`config.mk`:
```
export PLATFORM = sky130hd
export DESIGN_NAME = supply_uv_monitor
export DESIGN_NICKNAME = d
export VERILOG_FILES = /design/src/rtl/uv_pkg.sv /design/src/rtl/uv_sync.sv /design/src/rtl/uv_aon_status.sv /design/src/rtl/uv_core_regs.sv /design/src/rtl/supply_uv_monitor.sv
export SDC_FILE = /design/constraint.sdc
export NUM_CORES = 1
export LEC_CHECK = 0
export ABC_AREA = 1
export BUFFER_PORTS_ARGS = -buffer_cell sky130_fd_sc_hd__buf_4
export CORE_MARGIN = 2
export CORE_UTILIZATION = 35
export DETAILED_ROUTE_END_ITERATION = 16
export SLEW_MARGIN = 20
export SYNTH_ARGS = -nofsm -noshare
export SYNTH_HDL_FRONTEND = slang
export SYNTH_HIERARCHICAL = 1
export SYNTH_SLANG_ARGS = --single-unit
export TNS_END_PERCENT = 10
```
`constraint.sdc`:
```
create_clock -name clk -period 2 [get_ports clk]
set_clock_uncertainty 0.1 [all_clocks]
set_input_delay 0 -clock clk [delete_from_list [all_inputs] [get_ports clk]]
set_output_delay 0 -clock clk [all_outputs]
set_load 0.005 [all_outputs]
```
`src/rtl/uv_pkg.sv`:
```
// Shared constants for the supply undervoltage controller.
// Assumes a 2-bit register address space and three supplies.
package uv_pkg;
    localparam int NUM_SUP = 3;
    localparam int SUP_18   = 0;
    localparam int SUP_IO   = 1;
    localparam int SUP_CORE = 2;
    localparam int ADDR_W  = 2;
    localparam logic [ADDR_W-1:0] A_BO   = 2'd0;
    localparam logic [ADDR_W-1:0] A_CMP  = 2'd1;
    localparam logic [ADDR_W-1:0] A_FLAG = 2'd2;
    localparam logic [ADDR_W-1:0] A_EN   = 2'd3;
    localparam int FLAG_BO  = 0;
    localparam int FLAG_CMP = 1;
endpackage

```
`src/rtl/uv_sync.sv`:
```
// Multi-stage synchronizer for one asynchronous comparator bit.
// Assumes STAGES >= 2; reset value is "no fault".
module uv_sync #(
    parameter int STAGES = 2
) (
    input  logic clk,
    input  logic rst_n,
    input  logic d_i,
    output logic q_o
);
    logic [STAGES-1:0] chain;

    // Shift the input through the flop chain.
    always_ff @(posedge clk) begin
        if (!rst_n) chain <= '0;
        else        chain <= {chain[STAGES-2:0], d_i};
    end

    assign q_o = chain[STAGES-1];
endmodule

```
`src/rtl/uv_aon_status.sv`:
```
// Always-on status and flag storage. Only the power-on reset clears it.
// Brownout status latches high; comparator status bits latch low.
// Assumes uv_s is already synchronous and read strobes are one cycle long.
module uv_aon_status
    import uv_pkg::*;
(
    input  logic               clk,
    input  logic               rst_n,
    input  logic [NUM_SUP-1:0] uv_s,
    input  logic               rd_bo,
    input  logic               rd_cmp,
    input  logic               rd_flag,
    output logic [1:0]         bo_status,
    output logic [NUM_SUP-1:0] cmp_status,
    output logic [1:0]         flags
);
    logic bo_new;
    logic cmp_new;

    assign bo_new  = uv_s[SUP_CORE] && (bo_status == 2'b00);
    assign cmp_new = |(uv_s & cmp_status);

    // Brownout status: a fault wins over a clearing read.
    always_ff @(posedge clk) begin
        if (!rst_n)              bo_status <= 2'b00;
        else if (uv_s[SUP_CORE]) bo_status <= 2'b11;
        else if (rd_bo)          bo_status <= 2'b00;
    end

    // One comparator status bit per supply, active low.
    for (genvar i = 0; i < NUM_SUP; i++) begin : g_cmp
        always_ff @(posedge clk) begin
            if (!rst_n)       cmp_status[i] <= 1'b1;
            else if (uv_s[i]) cmp_status[i] <= 1'b0;
            else if (rd_cmp)  cmp_status[i] <= 1'b1;
        end
    end

    // Brownout flag: set on a new fault, cleared only after its status is clear.
    always_ff @(posedge clk) begin
        if (!rst_n)                                flags[FLAG_BO] <= 1'b0;
        else if (bo_new)                           flags[FLAG_BO] <= 1'b1;
        else if (rd_flag && bo_status == 2'b00)    flags[FLAG_BO] <= 1'b0;
    end

    // Comparator flag: same rule against the comparator status.
    always_ff @(posedge clk) begin
        if (!rst_n)                                flags[FLAG_CMP] <= 1'b0;
        else if (cmp_new)                          flags[FLAG_CMP] <= 1'b1;
        else if (rd_flag && (&cmp_status))         flags[FLAG_CMP] <= 1'b0;
    end
endmodule

```
`src/rtl/uv_core_regs.sv`:
```
// Core-domain enable register, read multiplexer and error pin.
// Assumes core_hold is the synchronised core undervoltage; it clears the enables.
module uv_core_regs
    import uv_pkg::*;
#(
    parameter int DATA_W = 8
) (
    input  logic               clk,
    input  logic               rst_n,
    input  logic               core_hold,
    input  logic               wr_en,
    input  logic [1:0]         wr_data,
    input  logic [ADDR_W-1:0]  rd_addr,
    input  logic [1:0]         bo_status,
    input  logic [NUM_SUP-1:0] cmp_status,
    input  logic [1:0]         flags,
    output logic [DATA_W-1:0]  rd_data,
    output logic [1:0]         en,
    output logic               err_n
);
    // Enable bits: cleared by power-on or core reset, loaded by a write.
    always_ff @(posedge clk) begin
        if (!rst_n || core_hold) en <= 2'b00;
        else if (wr_en)          en <= wr_data;
    end

    // Select the addressed register, zero-extended.
    always_comb begin
        rd_data = '0;
        unique case (rd_addr)
            A_BO:    rd_data[1:0]         = bo_status;
            A_CMP:   rd_data[NUM_SUP-1:0] = cmp_status;
            A_FLAG:  rd_data[1:0]         = flags;
            default: rd_data[1:0]         = en;
        endcase
    end

    assign err_n = ~|(flags & en);
endmodule

```
`src/rtl/supply_uv_monitor.sv`:
```
// Top of the supply undervoltage controller: synchronizes the comparators,
// decodes reads and combines the always-on and core-domain parts.
// Assumes rd_en is a single-cycle strobe.
module supply_uv_monitor
    import uv_pkg::*;
#(
    parameter int SYNC_STAGES = 2,
    parameter int DATA_W      = 8
) (
    input  logic              clk,
    input  logic              aon_rst_n,
    input  logic              uv_core_i,
    input  logic              uv_18_i,
    input  logic              uv_io_i,
    input  logic              rd_en,
    input  logic [ADDR_W-1:0] rd_addr,
    output logic [DATA_W-1:0] rd_data,
    input  logic              wr_en,
    input  logic [1:0]        wr_data,
    output logic              core_rst_n_o,
    output logic              err_n_o
);
    logic [NUM_SUP-1:0] uv_raw;
    logic [NUM_SUP-1:0] uv_s;
    logic [1:0]         bo_status;
    logic [NUM_SUP-1:0] cmp_status;
    logic [1:0]         flags;
    logic [1:0]         en;

    assign uv_raw[SUP_18]   = uv_18_i;
    assign uv_raw[SUP_IO]   = uv_io_i;
    assign uv_raw[SUP_CORE] = uv_core_i;

    for (genvar i = 0; i < NUM_SUP; i++) begin : g_sync
        uv_sync #(.STAGES(SYNC_STAGES)) u_sync (
            .clk  (clk),
            .rst_n(aon_rst_n),
            .d_i  (uv_raw[i]),
            .q_o  (uv_s[i])
        );
    end

    uv_aon_status u_aon (
        .clk       (clk),
        .rst_n     (aon_rst_n),
        .uv_s      (uv_s),
        .rd_bo     (rd_en && rd_addr == A_BO),
        .rd_cmp    (rd_en && rd_addr == A_CMP),
        .rd_flag   (rd_en && rd_addr == A_FLAG),
        .bo_status (bo_status),
        .cmp_status(cmp_status),
        .flags     (flags)
    );

    uv_core_regs #(.DATA_W(DATA_W)) u_core (
        .clk       (clk),
        .rst_n     (aon_rst_n),
        .core_hold (uv_s[SUP_CORE]),
        .wr_en     (wr_en),
        .wr_data   (wr_data),
        .rd_addr   (rd_addr),
        .bo_status (bo_status),
        .cmp_status(cmp_status),
        .flags     (flags),
        .rd_data   (rd_data),
        .en        (en),
        .err_n     (err_n_o)
    );

    assign core_rst_n_o = aon_rst_n & ~uv_s[SUP_CORE];
endmodule

```
==> results by group, run 1 <==
Drt
  – Routed vias/inst: about 4.2
  – Vias: between 600 and 700
  – Total Wirelength: 1.23 mm
  – Post-DR wirelength/cell: 8.32 um
  – Initial DRT Pass Iterations: 4
  – Antenna viol nets, final: 0
  – Iter 0 DRT Violations: 9
  – DRC errors left: 0

Logic synthesis
  – YS warnings: 6
  – Syn_area_per_cell: 6.79 sq um
  – Leading area contributor after synthesis: dfxtp_1
  – Syn Std Cell Area: ~630 sq um
  – Dominant cells by area after synthesis: dfxtp_1 (44%), nand2_1 (15%), inv_1 (9.5%)
  – Gate Count Post-Synth: between 90 and 100
  – FF+latch count, synth: 14
  – Synth unique cells: 13
  – Sequential-to-total area share from yosys stat: 0.444
  – Yosys top cell area share: 0.444

Critical path
  – CP max stage delay: ~0.55 ns
  – FF-to-FF End: u_core/en[1]
  – Critical Path AT: 1.86 ns
  – Req. time, crit path: approximately 2.1 ns
  – Startpoint Class: primary input
  – Critical Path End: u_core/en[1]
  – Reg2reg start: g_sync[2].u_sync/chain[1]
  – Crit path max-delay family: buffers and inverters
  – Critical path depth in cells: 6
  – Worst Setup End Kind: flop
  – Crit path cell chain: dlygate4sd3_1, buf_4, nand2_1, dlygate4sd3_1, a21oi_1, dlygate4sd3_1
  – Flop2flop setup slack: ~0.70 ns
  – Critical path class: primary input to flop
  – Bufs and invs on worst path: 4
  – Slowest cell on the critical path: dlygate4sd3_1
  – Register-to-Register Path Depth: 4
  – CP startpoint: wr_data[1]
  – Cell repeated most along the worst path: dlygate4sd3_1
  – Crit-path max FO: 1

Pwr
  – Maximum vdd drop: between 0.0004 and 0.0005 V
  – Share of total power in the clock network: 0.336
  – Int Power: around 0.46 mW
  – Flop pwr share: 0.510
  – Lkg Pwr: between 0.4 and 0.5 nW
  – Sw frac: 0.233
  – Comb pwr share: 0.154
  – Switching power: 0.139 mW
  – Power per standard cell area: approximately 650 nW/um^2

Clock network
  – CTS buffer count: 3
  – CTS tree: done
  – Clock transition at path regs: around 0.090 ns
  – Worst-Skew Late Latency: between 0.2 and 0.3 ns
  – CTS H-Tree Depth: 1
  – Clock sinks: 14
  – CTS root buf: clkbuf_4
  – Setup Buffers After CTS: 0
  – Deepest clock path buffer count: 2
  – CTS resizes: 0

GRT
  – Number of global-route vias before repair: roughly 520
  – Total gr overflow: 0
  – Initial antenna violation count: 0
  – Largest net degree at the start of global routing: 13
  – First-pass GRT wire length: 1.98 mm
  – Gr usage total: 0.134

Die
  – Die H: roughly 46 um
  – Die Width: 46.5 um
  – Effective utilization at floorplan: 0.370
  – Cell Rows: 15
  – Core Footprint: 1710 sq um
  – Num ports: 21
  – Total die area: around 2200 sq um

Layout
  – Most frequent cells in the layout: nand2_1 (25), inv_1 (16), buf_4 (15)
  – Multi-input gate area: approximately 250 sq um
  – Layout cells sized above 1: 0.171
  – Register area: about 280 sq um
  – Layout Area Growth over Synthesis: 44.4%
  – Util after Layout: 0.534
  – # diodes: 0
  – Commonest non-fill, non-tap cell in the layout: nand2_1
  – Fill cell count: approximately 160
  – Layout Nets: around 140

Placed design
  – Post-DP HPWL: between 800 and 900 um
  – Routability cong.: roughly 0.86
  – Buffers on Ports: 15

Run
  – Maxcap violations: 0

Status
  – Run status: complete, no violations

Timing
  – Highest clock rate: 558 MHz
  – Tmin final: between 1.5 and 2 ns
  – Setup Viol. Count Final: 0
  – Max Slew Vio Count: 0
  – Final Hold Viols: 0
  – Setup_tns: 0 ns
  – Tcrit/Tclk final: 0.896
  – RSZ-0062 raised after global routing: false

Hold path
  – Hold Crit Class: primary input to flop
[worst reg2reg max path, cell delays in order, from the launching register on]
cell and delay (ns):
dfxtp_1 0.37, inv_1 0.05, nand2_1 0.08, a21oi_1 0.04, dlygate4sd3_1 0.55
[power groups by stage]
| stage | Combinational (mW) | Clock [mW] | Sequential [mW] |
|---|---|---|---|
| after global placement | 0.0714 | 0 | 0.310 |
| final | 0.0920 | 0.200 | 0.304 |
| after detailed placement | 0.0723 | 0 | 0.311 |
| after floorplan | 0.0430 | 0 | 0.307 |
| after global routing | 0.105 | 0.215 | 0.306 |
| after CTS | 0.0917 | 0.208 | 0.304 |
[area by class of cell]
type                            instances  area share
Clock buffer                            4      0.0398
Sequential cell                        14       0.307
Inverter                               18      0.0741
Tap cell                               25      0.0343
Multi-Input combinational cell         59       0.278
Timing Repair Buffer                   28       0.266
[per-layer routing]
layer  GRT usage  wire length [um]  part of all wire  up-vias
li1            -                 -                 -      332
met1       0.154               582              0.47      265
met2       0.208               554              0.45       17
met3      0.0353                68             0.055        4
met4       0.103                26             0.021        0
met5           0                 0                 0        -
[cell families (layout without fill, tap and decap cells)]
family	count (synthesis)	count (layout)	share of synthesized area
AND/OR/NAND/NOR	44	44	0.293
AO/OA/AOI/OAI	10	10	0.0792
other	1	5	0.00593
flip-flops	14	14	0.444
buffers and inverters	24	50	0.178
[timing repair]
| item | in CTS | in global routing |
|---|---|---|
| endpoints found under the hold margin | 14 | 0 |
| setup endpoints to repair | 0 | 0 |
| hold buffers | 13 | 0 |
[how the worst min path moves through the flow]
stage | from | endpoint | slack (ns) | depth (start not counted)
4_1_cts | rd_addr[1] | u_aon/cmp_status[1] | 0.01 | 4
3_3_place_gp | uv_io_i | g_sync[1].u_sync/chain[0] | 0.08 | 3
5_1_grt | rd_addr[1] | u_aon/cmp_status[0] | 0.07 | 4
3_5_place_dp | uv_18_i | g_sync[0].u_sync/chain[0] | 0.08 | 3
6_report | rd_addr[1] | u_aon/cmp_status[1] | 0.03 | 4
2_1_floorplan | aon_rst_n | core_rst_n_o | -0.03 | 2
[through the flow]
step / hold slack (ns) / std cells / power (mW) / instance area (sq um) / worst slack [ns]
4_1_cts: 0.0128 / 148 / 0.604 / 912 / 0.221
2_1_floorplan: -0.0331 / 97 / 0.350 / 647 / 1.13
6_report: 0.0293 / 148 / 0.596 / 912 / 0.209
3_3_place_gp: 0.0758 / 131 / 0.381 / 746 / 1.11
3_5_place_dp: 0.0816 / 131 / 0.383 / 746 / 1.07
5_1_grt: 0.0654 / 148 / 0.625 / 912 / 0.154
[state kept, by name (all words and copies together) (netlist names)]
signal and flops:
g_sync.u_sync/chain 6, u_aon/cmp_status 3, u_aon/flags 2, u_core/en 2, u_aon/bo_status 1
[synth_stat cells]
library cell,count
nand2_1,25
a21oi_1,5
nor2_1,7
nand3_1,8
buf_4,6
and3_1,1
o21ai_0,5
nand4_1,2
inv_2,2
conb_1,1
or2_0,1
inv_1,16
dfxtp_1,14
Note: power is estimated with default switching activity, not from simulation.
==> run 2: changes to the inputs <==
--- a/config.mk
+++ b/config.mk
@@ -6,10 +6,10 @@
 export NUM_CORES = 1
 export LEC_CHECK = 0
 export ABC_AREA = 1
-export BUFFER_PORTS_ARGS = -buffer_cell sky130_fd_sc_hd__buf_4
 export CORE_MARGIN = 2
 export CORE_UTILIZATION = 35
 export DETAILED_ROUTE_END_ITERATION = 16
+export DONT_BUFFER_PORTS = 1
 export SLEW_MARGIN = 20
 export SYNTH_ARGS = -nofsm -noshare
 export SYNTH_HDL_FRONTEND = slang
==> run 2 against run 1 <==
  * Die area unchanged
  * Clock power down 26%
  * Clock-buffer cell count down 1
  * Cell count down 11%
  * Via count down 10%
  * Register-to-register slack worse by 0.05 ns
  * Fmax up 18%
  * Design area down 14%
  * Critical path type unchanged
  * Critical endpoint is now u_aon/flags[1]
==> results by group, run 2 (synthesis results as in run 1) <==
Status
  – Run status: complete, no violations

Timing
  – Max Slew Vio Count: 0
  – RSZ-0062 raised after global routing: false
  – Setup_tns: 0 ns
  – Setup Viol. Count Final: 0
  – Tmin final: roughly 1.5 ns
  – Final Hold Viols: 0
  – Hold_ws: ~0.056 ns
  – Worst Setup Slack, final: approximately 0.48 ns
  – Tcrit/Tclk final: 0.758
  – Highest clock rate: 660 MHz

Drt
  – Vias: roughly 560
  – Post-DR wirelength/cell: between 8 and 9 um
  – Routed vias/inst: 4.21
  – Total Wirelength: ~1.1 mm
  – DRC errors left: 0
  – Initial DRT Pass Iterations: 4
  – Iter 0 DRT Violations: 2
  – Antenna viol nets, final: 0

Placed design
  – Place WS: 1.10 ns
  – Routability cong.: 0.707
  – Post-DP HPWL: 761 um
  – Buffers on Ports: 0

Critical path
  – Startpoint Class: primary input
  – Critical path class: primary input to flop
  – Worst Setup End Kind: flop
  – Crit-path max FO: 6
  – Critical Path AT: approximately 1.6 ns
  – Req. time, crit path: between 2 and 2.5 ns
  – Flop2flop setup slack: 0.65 ns

Pwr
  – Flop pwr share: 0.589
  – Sw frac: 0.234
  – Int Power: about 0.40 mW
  – Share of total power in the clock network: 0.289
  – Maximum vdd drop: roughly 0.00032 V
  – Comb pwr share: 0.122
  – Lkg Pwr: 0.398 nW
  – Switching power: around 0.12 mW
  – Power per standard cell area: around 660 nW/um^2

GRT
  – First-pass GRT wire length: around 1.7 mm
  – Largest net degree at the start of global routing: 13
  – Total gr overflow: 0
  – Initial antenna violation count: 0
  – Number of global-route vias before repair: 445
  – Gr usage total: 0.119

Layout
  – Layout Nets: 120
  – Regs by FF count: g_sync.u_sync/chain x6, u_aon/cmp_status x3
  – Max reg flops: 6
  – Commonest non-fill, non-tap cell in the layout: nand2_1
  – Layout Area Growth over Synthesis: 24.4%
  – Multi-input gate area: approximately 250 sq um
  – Fill cell count: between 150 and 200
  – Largest Register: g_sync.u_sync/chain
  – Register area: between 200 and 300 sq um
  – Most frequent cells in the layout: nand2_1 (25), inv_1 (16), dfxtp_1 (14)
  – Layout cells sized above 1: 0.0467
  – # diodes: 0

Clock network
  – CTS resizes: 0
  – CTS buffer count: 3
  – Setup Buffers After CTS: 0
  – Deepest clock path buffer count: 2
  – CTS root buf: clkbuf_4
  – CTS H-Tree Depth: 1
  – CTS tree: done
  – Worst-Skew Late Latency: 0.27 ns
  – Clock sinks: 14
  – Clock transition at path regs: about 0.070 ns

Hold path
  – Hold Crit Class: primary input to output port

Die
  – Die Width: roughly 46 um
  – Die H: ~46 um
  – Num ports: 21
  – Effective utilization at floorplan: 0.370
  – Total die area: around 2200 sq um
  – Core Footprint: around 1700 sq um
  – Cell Rows: 15

Run
  – Maxcap violations: 0
[run 2: layout make-up]
cell class	count	area share
clock buffers	3	0.0287
repair buffers	13	0.166
inverters	18	0.0860
multi-input cells	59	0.323
flip-flops and latches	14	0.357
well taps	25	0.0398
[run 2: metrics by stage]
stage,power (mW),cell area [sq um],cells,utilization
detailed placement,0.350,633,116,0.371
global route,0.546,786,132,0.460
floorplan,0.350,647,97,-
global placement,0.349,633,116,0.371
CTS,0.523,786,132,0.460
finish,0.516,786,132,0.460
[run 2: worst max-delay path, stage by stage]
cell and delay [ns]:
dlygate4sd3_1 0.57, nand2_1 0.06, nor2_1 0.08, dlygate4sd3_1 0.58
nand2_1 0.05, o21ai_0 0.15, a21oi_1 0.08
[run 2: final timing paths]
kind / startpoint / end / depth (start not counted)
max: rd_addr[1] / u_aon/flags[1] / 7
min: rd_addr[0] / rd_data[2] / 1
max reg2reg: u_aon/cmp_status[2] / u_aon/cmp_status[2] / 3
min reg2reg: g_sync[1].u_sync/chain[0] / g_sync[1].u_sync/chain[1] / 2
[run 2: what timing repair did]
action,in CTS,in global routing
hold buffers,13,0
endpoints found under the setup margin,0,0
endpoints found under the hold margin,15,0
[run 2: layer usage]
layer	wire length, um	global-route usage
met2	492	0.192
met3	69	0.0353
met1	570	0.132
met5	0	0
met4	9	0.0857
[run 2: power groups by stage]
| stage | Clock, mW | Combinational, mW | Sequential, mW |
|---|---|---|---|
| finish | 0.149 | 0.0632 | 0.304 |
| global route | 0.168 | 0.0725 | 0.306 |
| CTS | 0.156 | 0.0628 | 0.304 |
| detailed placement | 0 | 0.0396 | 0.310 |
| global placement | 0 | 0.0388 | 0.310 |
| floorplan | 0 | 0.0430 | 0.307 |
